File: config.mk
export PLATFORM = sky130hd
export DESIGN_NAME = rx_err_check
export DESIGN_NICKNAME = d
export VERILOG_FILES = /design/src/rtl/rx_err_check_pkg.sv /design/src/rtl/rx_err_check_ctrl.sv /design/src/rtl/rx_err_check_dp.sv /design/src/rtl/rx_err_check.sv
export SDC_FILE = /design/constraint.sdc
export NUM_CORES = 1
export LEC_CHECK = 0
export BUFFER_PORTS_ARGS = -buffer_cell sky130_fd_sc_hd__buf_4
export CAP_MARGIN = 20
export CORE_UTILIZATION = 45
export DETAILED_ROUTE_END_ITERATION = 6
export RECOVER_POWER = 50
export SLEW_MARGIN = 20
export SYNTH_ARGS = -nofsm -noshare
export SYNTH_HDL_FRONTEND = slang
export SYNTH_SLANG_ARGS = --single-unit
File: constraint.sdc
create_clock -name clk -period 2.8 [get_ports clk]
set_clock_uncertainty 0.05 [all_clocks]
set_input_delay 0 -clock clk [delete_from_list [all_inputs] [get_ports clk]]
set_output_delay 0 -clock clk [all_outputs]
set_load 0.1 [all_outputs]
File: src/rtl/rx_err_check_pkg.sv
package rx_err_check_pkg;

  typedef enum logic [1:0] {
    JUDGE_CCITT = 2'd0,
    JUDGE_CRC16 = 2'd1,
    JUDGE_PAR   = 2'd2
  } judge_e;

  // strobes from control to datapath
  typedef struct packed {
    logic   preset;    // load preset value, drop any bit this cycle
    logic   onesSel;   // CCITT ones preset / F0B8 residue
    logic   shift;     // fold bitIn into CRC and parity
    logic   polySel;   // 0: CCITT polynomial, 1: CRC-16 polynomial
    logic   capture;   // update errFlag
    logic   clearPar;  // clear parity accumulator after capture
    logic   oddSense;  // parity sense
    judge_e judge;     // which comparison drives errFlag
  } dp_ctl_t;

endpackage

File: src/rtl/rx_err_check_ctrl.sv
module rx_err_check_ctrl
  import rx_err_check_pkg::*;
(
  input  logic [1:0] modeSel,
  input  logic       ccittOnes,
  input  logic       parityOdd,
  input  logic       frameStart,
  input  logic       bitValid,
  input  logic       sampleNow,
  output dp_ctl_t    ctl
);

  always_comb begin
    ctl          = '0;
    ctl.preset   = frameStart;
    ctl.shift    = bitValid & ~frameStart;
    ctl.capture  = sampleNow;
    ctl.oddSense = parityOdd;
    case (modeSel)
      2'b00: begin
        ctl.judge   = JUDGE_CCITT;
        ctl.polySel = 1'b0;
        ctl.onesSel = ccittOnes;
      end
      2'b01: begin
        ctl.judge   = JUDGE_CRC16;
        ctl.polySel = 1'b1;
        ctl.onesSel = 1'b0;
      end
      default: begin
        ctl.judge    = JUDGE_PAR;
        ctl.polySel  = 1'b0;
        ctl.onesSel  = 1'b0;
        ctl.clearPar = sampleNow;
      end
    endcase
  end

endmodule

File: src/rtl/rx_err_check_dp.sv
module rx_err_check_dp
  import rx_err_check_pkg::*;
#(
  parameter int                 CRC_W         = 16,
  parameter logic [CRC_W-1:0]   POLY_CCITT    = 16'h8408,
  parameter logic [CRC_W-1:0]   POLY_C16      = 16'hA001,
  parameter logic [CRC_W-1:0]   RESIDUE_CCITT = 16'hF0B8
) (
  input  logic             clk,
  input  logic             rstN,
  input  dp_ctl_t          ctl,
  input  logic             bitIn,
  output logic             errFlag,
  output logic [CRC_W-1:0] crcState,
  output logic             parState
);

  localparam int                 NUM_POLY = 2;
  localparam logic [NUM_POLY*CRC_W-1:0] POLY_SET = {POLY_C16, POLY_CCITT};

  logic [CRC_W-1:0] crcReg;
  logic [CRC_W-1:0] crcUpd;
  logic [CRC_W-1:0] stepOut [NUM_POLY];
  logic             parReg;
  logic             parUpd;
  logic             fbBit;
  logic             judgeErr;

  assign fbBit = crcReg[0] ^ bitIn;

  // one LSB-first shift engine per polynomial
  for (genvar g = 0; g < NUM_POLY; g++) begin : g_engine
    assign stepOut[g] = {1'b0, crcReg[CRC_W-1:1]}
                      ^ ({CRC_W{fbBit}} & POLY_SET[g*CRC_W +: CRC_W]);
  end

  always_comb begin
    crcUpd = crcReg;
    parUpd = parReg;
    if (ctl.preset) begin
      crcUpd = ctl.onesSel ? '1 : '0;
      parUpd = 1'b0;
    end else if (ctl.shift) begin
      crcUpd = stepOut[ctl.polySel];
      parUpd = parReg ^ bitIn;
    end
  end

  // judgement is made on the value after this cycle's update
  always_comb begin
    case (ctl.judge)
      JUDGE_CCITT: judgeErr = crcUpd != (ctl.onesSel ? RESIDUE_CCITT : '0);
      JUDGE_CRC16: judgeErr = crcUpd == '0;
      default:     judgeErr = parUpd ^ ctl.oddSense;
    endcase
  end

  always_ff @(posedge clk) begin
    if (!rstN) begin
      crcReg  <= '0;
      parReg  <= 1'b0;
      errFlag <= 1'b0;
    end else begin
      crcReg <= crcUpd;
      parReg <= ctl.clearPar ? 1'b0 : parUpd;
      if (ctl.capture) errFlag <= judgeErr;
    end
  end

  assign crcState = crcReg;
  assign parState = parReg;

endmodule

File: src/rtl/rx_err_check.sv
module rx_err_check
  import rx_err_check_pkg::*;
#(
  parameter int               CRC_W         = 16,
  parameter logic [CRC_W-1:0] POLY_CCITT    = 16'h8408,
  parameter logic [CRC_W-1:0] POLY_C16      = 16'hA001,
  parameter logic [CRC_W-1:0] RESIDUE_CCITT = 16'hF0B8
) (
  input  logic       clk,
  input  logic       rstN,
  input  logic [1:0] modeSel,
  input  logic       ccittOnes,
  input  logic       parityOdd,
  input  logic       frameStart,
  input  logic       bitValid,
  input  logic       bitIn,
  input  logic       sampleNow,
  output logic       errFlag
);

  dp_ctl_t          ctl;
  logic [CRC_W-1:0] crcState;
  logic             parState;

  rx_err_check_ctrl u_ctrl (
    .modeSel    (modeSel),
    .ccittOnes  (ccittOnes),
    .parityOdd  (parityOdd),
    .frameStart (frameStart),
    .bitValid   (bitValid),
    .sampleNow  (sampleNow),
    .ctl        (ctl)
  );

  rx_err_check_dp #(
    .CRC_W         (CRC_W),
    .POLY_CCITT    (POLY_CCITT),
    .POLY_C16      (POLY_C16),
    .RESIDUE_CCITT (RESIDUE_CCITT)
  ) u_dp (
    .clk      (clk),
    .rstN     (rstN),
    .ctl      (ctl),
    .bitIn    (bitIn),
    .errFlag  (errFlag),
    .crcState (crcState),
    .parState (parState)
  );

endmodule

Word-level counts from Yosys, hierarchy flattened
Index checks and enable logic that the tools add are counted.
- register bits: 18
- input port bits: 10
- output and inout port bits: 1
- order comparisons: 1
- equal/unequal tests: 3
- muxes and demuxes: 14
- bitwise operators: 9
- reduce and logical (&&, ||, !) cells: 5
- operators with widths (operator ; number):
    $mux W16 ; 7
    $xor A15 B16 Y16 ; 2
    $logic_not A16 Y1 ; 1
    $ne A16 B16 Y1 ; 1
    $mux W1 ; 5
    $eq A2 B1 Y1 const B ; 2
    $logic_not A2 Y1 ; 2
    $pmux W2 S2 ; 1
    $reduce_or A2 Y1 ; 2
    $xor A1 B1 Y1 ; 3
    $ge A2 B2 Y1 const B ; 1
    $not A1 Y1 ; 2
    $not A1 Y2 ; 1
    $pmux W1 S2 ; 1
    $and A1 B1 Y1 ; 1

Logic depth before layout (Yosys ltp)
- word-level depth: 10
- depth in mapped cells: 8

Modules after synthesis
From an unflattened synthesis, not the netlist that was laid out.
- cell total of the unflattened synthesis: 139
- area total of the unflattened synthesis: 1206.2 µm²
- modules (own cells, without submodules) (module ; times used ; cells each ; area each (µm²)):
    rx_err_check_dp ; 1 ; 130 ; 1141.1
    rx_err_check_ctrl ; 1 ; 9 ; 65.1

Worst setup path before layout
Ideal clock, no wire load.
- path kind: register to register
- start point: register u_dp.errFlag (netlist name)
- end point: register u_dp.errFlag
- library setup time: 0.073 ns
- arrival: 2.137 ns
- setup slack: 0.540 ns
- cell stages (with the launch flop): 5
- path buffers: 0
- period minus slack after synthesis: 2.260 ns
- cells stage by stage: dfxtp_1 o21ai_0 or3_2 a311o_1 o211ai_2
- RTL lines (item ; RTL line ; RTL):
    end signal, assigned ; rx_err_check_dp.sv:66 ; if (ctl.capture) errFlag <= judgeErr;
    end, declared ; rx_err_check_dp.sv:13 ; output logic errFlag,

Worst setup path in the final report
- start point: register u_dp.crcReg[0] (netlist: u_dp.crcState[0])
- end point: register u_dp.errFlag
- word-level cells in the longest chain between the ends: 9
- RTL lines (item ; RTL line ; RTL):
    start, declared ; rx_err_check_dp.sv:21 ; logic [CRC_W-1:0] crcReg;
    start signal, assigned ; rx_err_check_dp.sv:64 ; crcReg <= crcUpd;
    $xor A1 B1 Y1 ; rx_err_check_dp.sv:29 ; assign fbBit = crcReg[0] ^ bitIn;
    $xor A15 B16 Y16 ; rx_err_check_dp.sv:34 ; ^ ({CRC_W{fbBit}} & POLY_SET[g*CRC_W +: CRC_W]);
    $mux W16 (implied by the code) (3 in series) ; rx_err_check_dp.sv:44 ; crcUpd = stepOut[ctl.polySel];
    $mux W16 (*) ; rx_err_check_dp.sv:43 ; end else if (ctl.shift) begin
    $mux W16 (*) ; rx_err_check_dp.sv:40 ; if (ctl.preset) begin
    $ne A16 B16 Y1 / $logic_not A16 Y1 (equally long branches) ; rx_err_check_dp.sv:52, rx_err_check_dp.sv:53 ;
    $pmux W1 S2 (*) ; rx_err_check_dp.sv:51 ; case (ctl.judge)
Every way passes the cells marked *; elsewhere a longest branch is shown, timed or not. The select of a mux whose other input is x is not followed.
A chain may end at the register's enable or synchronous reset.

==> results.py <==
metrics = {
    "outcome": {
        "status": "finished, final reports clean",
    },
    "timing": {
        "setup-tns-final_ns": 0,
        "hold_viol_final": 0,
        "finalWorstPathRequiredPeriod_ns": 1.898,
        "timing.slew.headroom": 0.2340,
        "period_share": 0.6779,
        "fmax_mhz": 526.8,
        "worst-slew-pin-transition_ns": 1.154,
        "finalHoldWorstSlack_ns": 0.04310,
        "setup_violations": 0,
        "final_slew_viol_count": 0,
        "rsz_0062_raised_after_global_routing": "no",
    },
    "clocking": {
        "tritoncts": "yes",
        "ctsHtreeMaxLevel": 1,
        "tritoncts.num_buffers": 3,
        "clk_path_buf_depth": 2,
        "cts_root_buffer": "sky130_fd_sc_hd__clkbuf_4",
        "clock_net_sink_count": 18,
        "clk_pin_slew_worst_paths_ns": 0.10,
        "postCtsSetupBuffers": 0,
        "worstSkewPairLatency_ns": 0.29,
    },
    "synthesis": {
        "mapped_area_sq_um": 1130,
        "asyncSetResetFlopFracSynth": 0,
        "synth-warning-count": 0,
        "ys_dominant_reg_cell": "sky130_fd_sc_hd__dfxtp_1",
        "distinct_cells_synth": 44,
        "synth-seq-cells": 18,
        "postSynthNetCount": 153,
        "post_syn_area_per_cell_sq_um": 7.901,
        "syn_inst": 143,
        "synth.yosys.seq_area_share": 0.3189,
        "synth_enable_flop_cells": 0,
    },
    "worst_setup_path": {
        "worstPathMaxFanout": 6,
        "setup.worst_path.end_class": "register",
        "cp_data_required_time_ns": 2.97,
        "worst_setup_path_start_kind": "register",
        "critical_path_class": "reg2reg",
        "arrival_ns": 2.07,
    },
    "worst_hold_path": {
        "hold_path.class": "in2reg",
    },
    "route": {
        "routed-via-count": 1050,
        "wl_um": 2709,
        "post_drt_wl_per_cell_um": 15.13,
        "route.antenna.remaining_nets": 0,
        "via_per_inst": 5.866,
        "drt_drc_violations_left": 0,
        "detail_route.first_pass.iterations": 4,
        "dr.first_iter.drc_count": 13,
    },
    "cells_and_area": {
        "mostFrequentLayoutCells": "sky130_fd_sc_hd__nor2_1 (22), sky130_fd_sc_hd__dfxtp_1 (18), sky130_fd_sc_hd__nand2_1 (12), sky130_fd_sc_hd__nor2b_1 (12), sky130_fd_sc_hd__a211oi_1 (11)",
        "finalNetCount": 163,
        "final_layout_size_suffix_gt1_frac": 0.1192,
        "area_growth_syn_to_layout_pct": 10.30,
        "layout_commonest_cell": "sky130_fd_sc_hd__nor2_1",
        "antenna_cells_inserted": 0,
    },
    "die": {
        "horizontal_extent_of_the_die_um": 52.11,
        "coreArea_sq_um": 2297,
        "die-height_um": 52.11,
        "floorplan.die_area_sq_um": 2715,
        "core.rowCount": 17,
        "initial_core_util": 0.4918,
        "floorplan.io_pins": 11,
    },
    "global_routing": {
        "wire_length_of_the_first_global_routing_pass_um": 4705,
        "global_route.overflow_total": 0,
        "initial_antenna_violation_count": 0,
        "grt_start_max_net_pins": 41,
        "first_global_vias": 1041,
        "grt_util_all_layers": 0.2311,
    },
    "place": {
        "place_hpwl_um": 1855,
        "gp_congestion": 0.8888,
        "port-buffer-count": 10,
    },
    "pwr": {
        "p_per_area_nw_per_um2": 442.0,
        "cellLeakagePower_nw": 0.4546,
        "worst_ir_drop_vdd_v": 0.0003108,
        "post-layout-total-power_mw": 0.5509,
    },
    "job": {
        "number_of_maximum_capacitance_constraint_violations": 0,
    },
}
[per-stage QoR]
step           setup WS [ns]  instance area (sq um)  std cells    util
2_1_floorplan         0.5398                   1130        143       -
3_3_place_gp           1.014                   1205        173  0.5245
3_5_place_dp          0.9235                   1205        173  0.5245
4_1_cts               0.9126                   1257        179  0.5474
5_1_grt               0.7817                   1246        179  0.5425
6_report              0.9018                   1246        179  0.5425
[cells by family (layout without fill, tap and decap cells)]
group                     Yosys count  in the layout  synth area share
muxes                               4              4           0.03544
AOI/OAI and AO/OA                  35             35            0.2381
buffers and inverters               9             17           0.03432
DFF                                18             18            0.3189
and+or+nand+nor                    75             75            0.3511
xor gates and xnor gates            2              2           0.02215
[path summary, 6_finish.rpt]
kind                    startpoint                end  slack (ns)  cells past startpoint
hold reg to reg   u_dp.crcState[9]   u_dp.crcState[9]        0.48                      2
setup / recovery  u_dp.crcState[0]       u_dp.errFlag        0.90                      6
setup reg to reg  u_dp.crcState[0]       u_dp.errFlag        0.90                      6
hold / removal          modeSel[0]  u_dp.crcState[10]        0.04                      4
[metal layers]
metal / vias up / track usage / share of wire
li1: 536 / - / -
met1: 501 / 0.3310 / 0.53
met2: 11 / 0.3590 / 0.45
met3: 2 / 0.04386 / 0.019
met4: 0 / 0.04054 / 0.0052
met5: - / 0 / 0
[power by group]
part           total, mW  switching (mW)  internal, mW
clock network      0.124          0.0742        0.0499
registers          0.290          0.0182         0.272
logic              0.136          0.0820        0.0545
[synth_stat cells (2+ instances only)]
cell | count | area share
sky130_fd_sc_hd__nand2_1 | 12 | 0.040
sky130_fd_sc_hd__nand2b_1 | 4 | 0.022
sky130_fd_sc_hd__o22ai_1 | 2 | 0.011
sky130_fd_sc_hd__nor4_1 | 2 | 0.011
sky130_fd_sc_hd__a21oi_2 | 2 | 0.016
sky130_fd_sc_hd__a211oi_1 | 11 | 0.073
sky130_fd_sc_hd__nor3_1 | 6 | 0.027
sky130_fd_sc_hd__o21ai_0 | 3 | 0.013
sky130_fd_sc_hd__and2_1 | 2 | 0.011
sky130_fd_sc_hd__or3_1 | 2 | 0.011
sky130_fd_sc_hd__mux2i_1 | 4 | 0.035
sky130_fd_sc_hd__o21a_1 | 2 | 0.013
sky130_fd_sc_hd__a311o_1 | 2 | 0.018
sky130_fd_sc_hd__a21oi_1 | 3 | 0.013
sky130_fd_sc_hd__nor2_1 | 22 | 0.073
sky130_fd_sc_hd__clkbuf_1 | 6 | 0.020
sky130_fd_sc_hd__nor2b_1 | 12 | 0.066
sky130_fd_sc_hd__dfxtp_1 | 18 | 0.32
sky130_fd_sc_hd__nand4_1 | 3 | 0.017
[flip-flops by register name, summed over array words and instances (netlist names)]
name           flops
u_dp.parState      1
u_dp.errFlag       1
u_dp.crcState     16
[critical path, cell delays in order (launching register included)]
cell                       delay [ns]
sky130_fd_sc_hd__dfxtp_1         0.39
sky130_fd_sc_hd__xnor2_2         0.35
sky130_fd_sc_hd__mux2i_1         0.16
sky130_fd_sc_hd__nor3_2          0.25
sky130_fd_sc_hd__nand4_1         0.13
sky130_fd_sc_hd__a2111o_1        0.43
sky130_fd_sc_hd__o211ai_2        0.07
[final cells by class]
type / count / area (sq um)
clock buffers: 3 / 22.52
fillers: 243 / 1051
inverters: 1 / 3.754
multi-input cells: 116 / 730.7
flip-flops and latches: 18 / 360.3
well taps: 28 / 35.03
repair buffers: 13 / 93.84
[what timing repair did]
item / CTS / global route
endpoints found under the hold margin: 4 / 0
hold buffers: 3 / 0
resized for setup: 0 / 0
No activity file was read; power rests on OpenSTA's default activity.
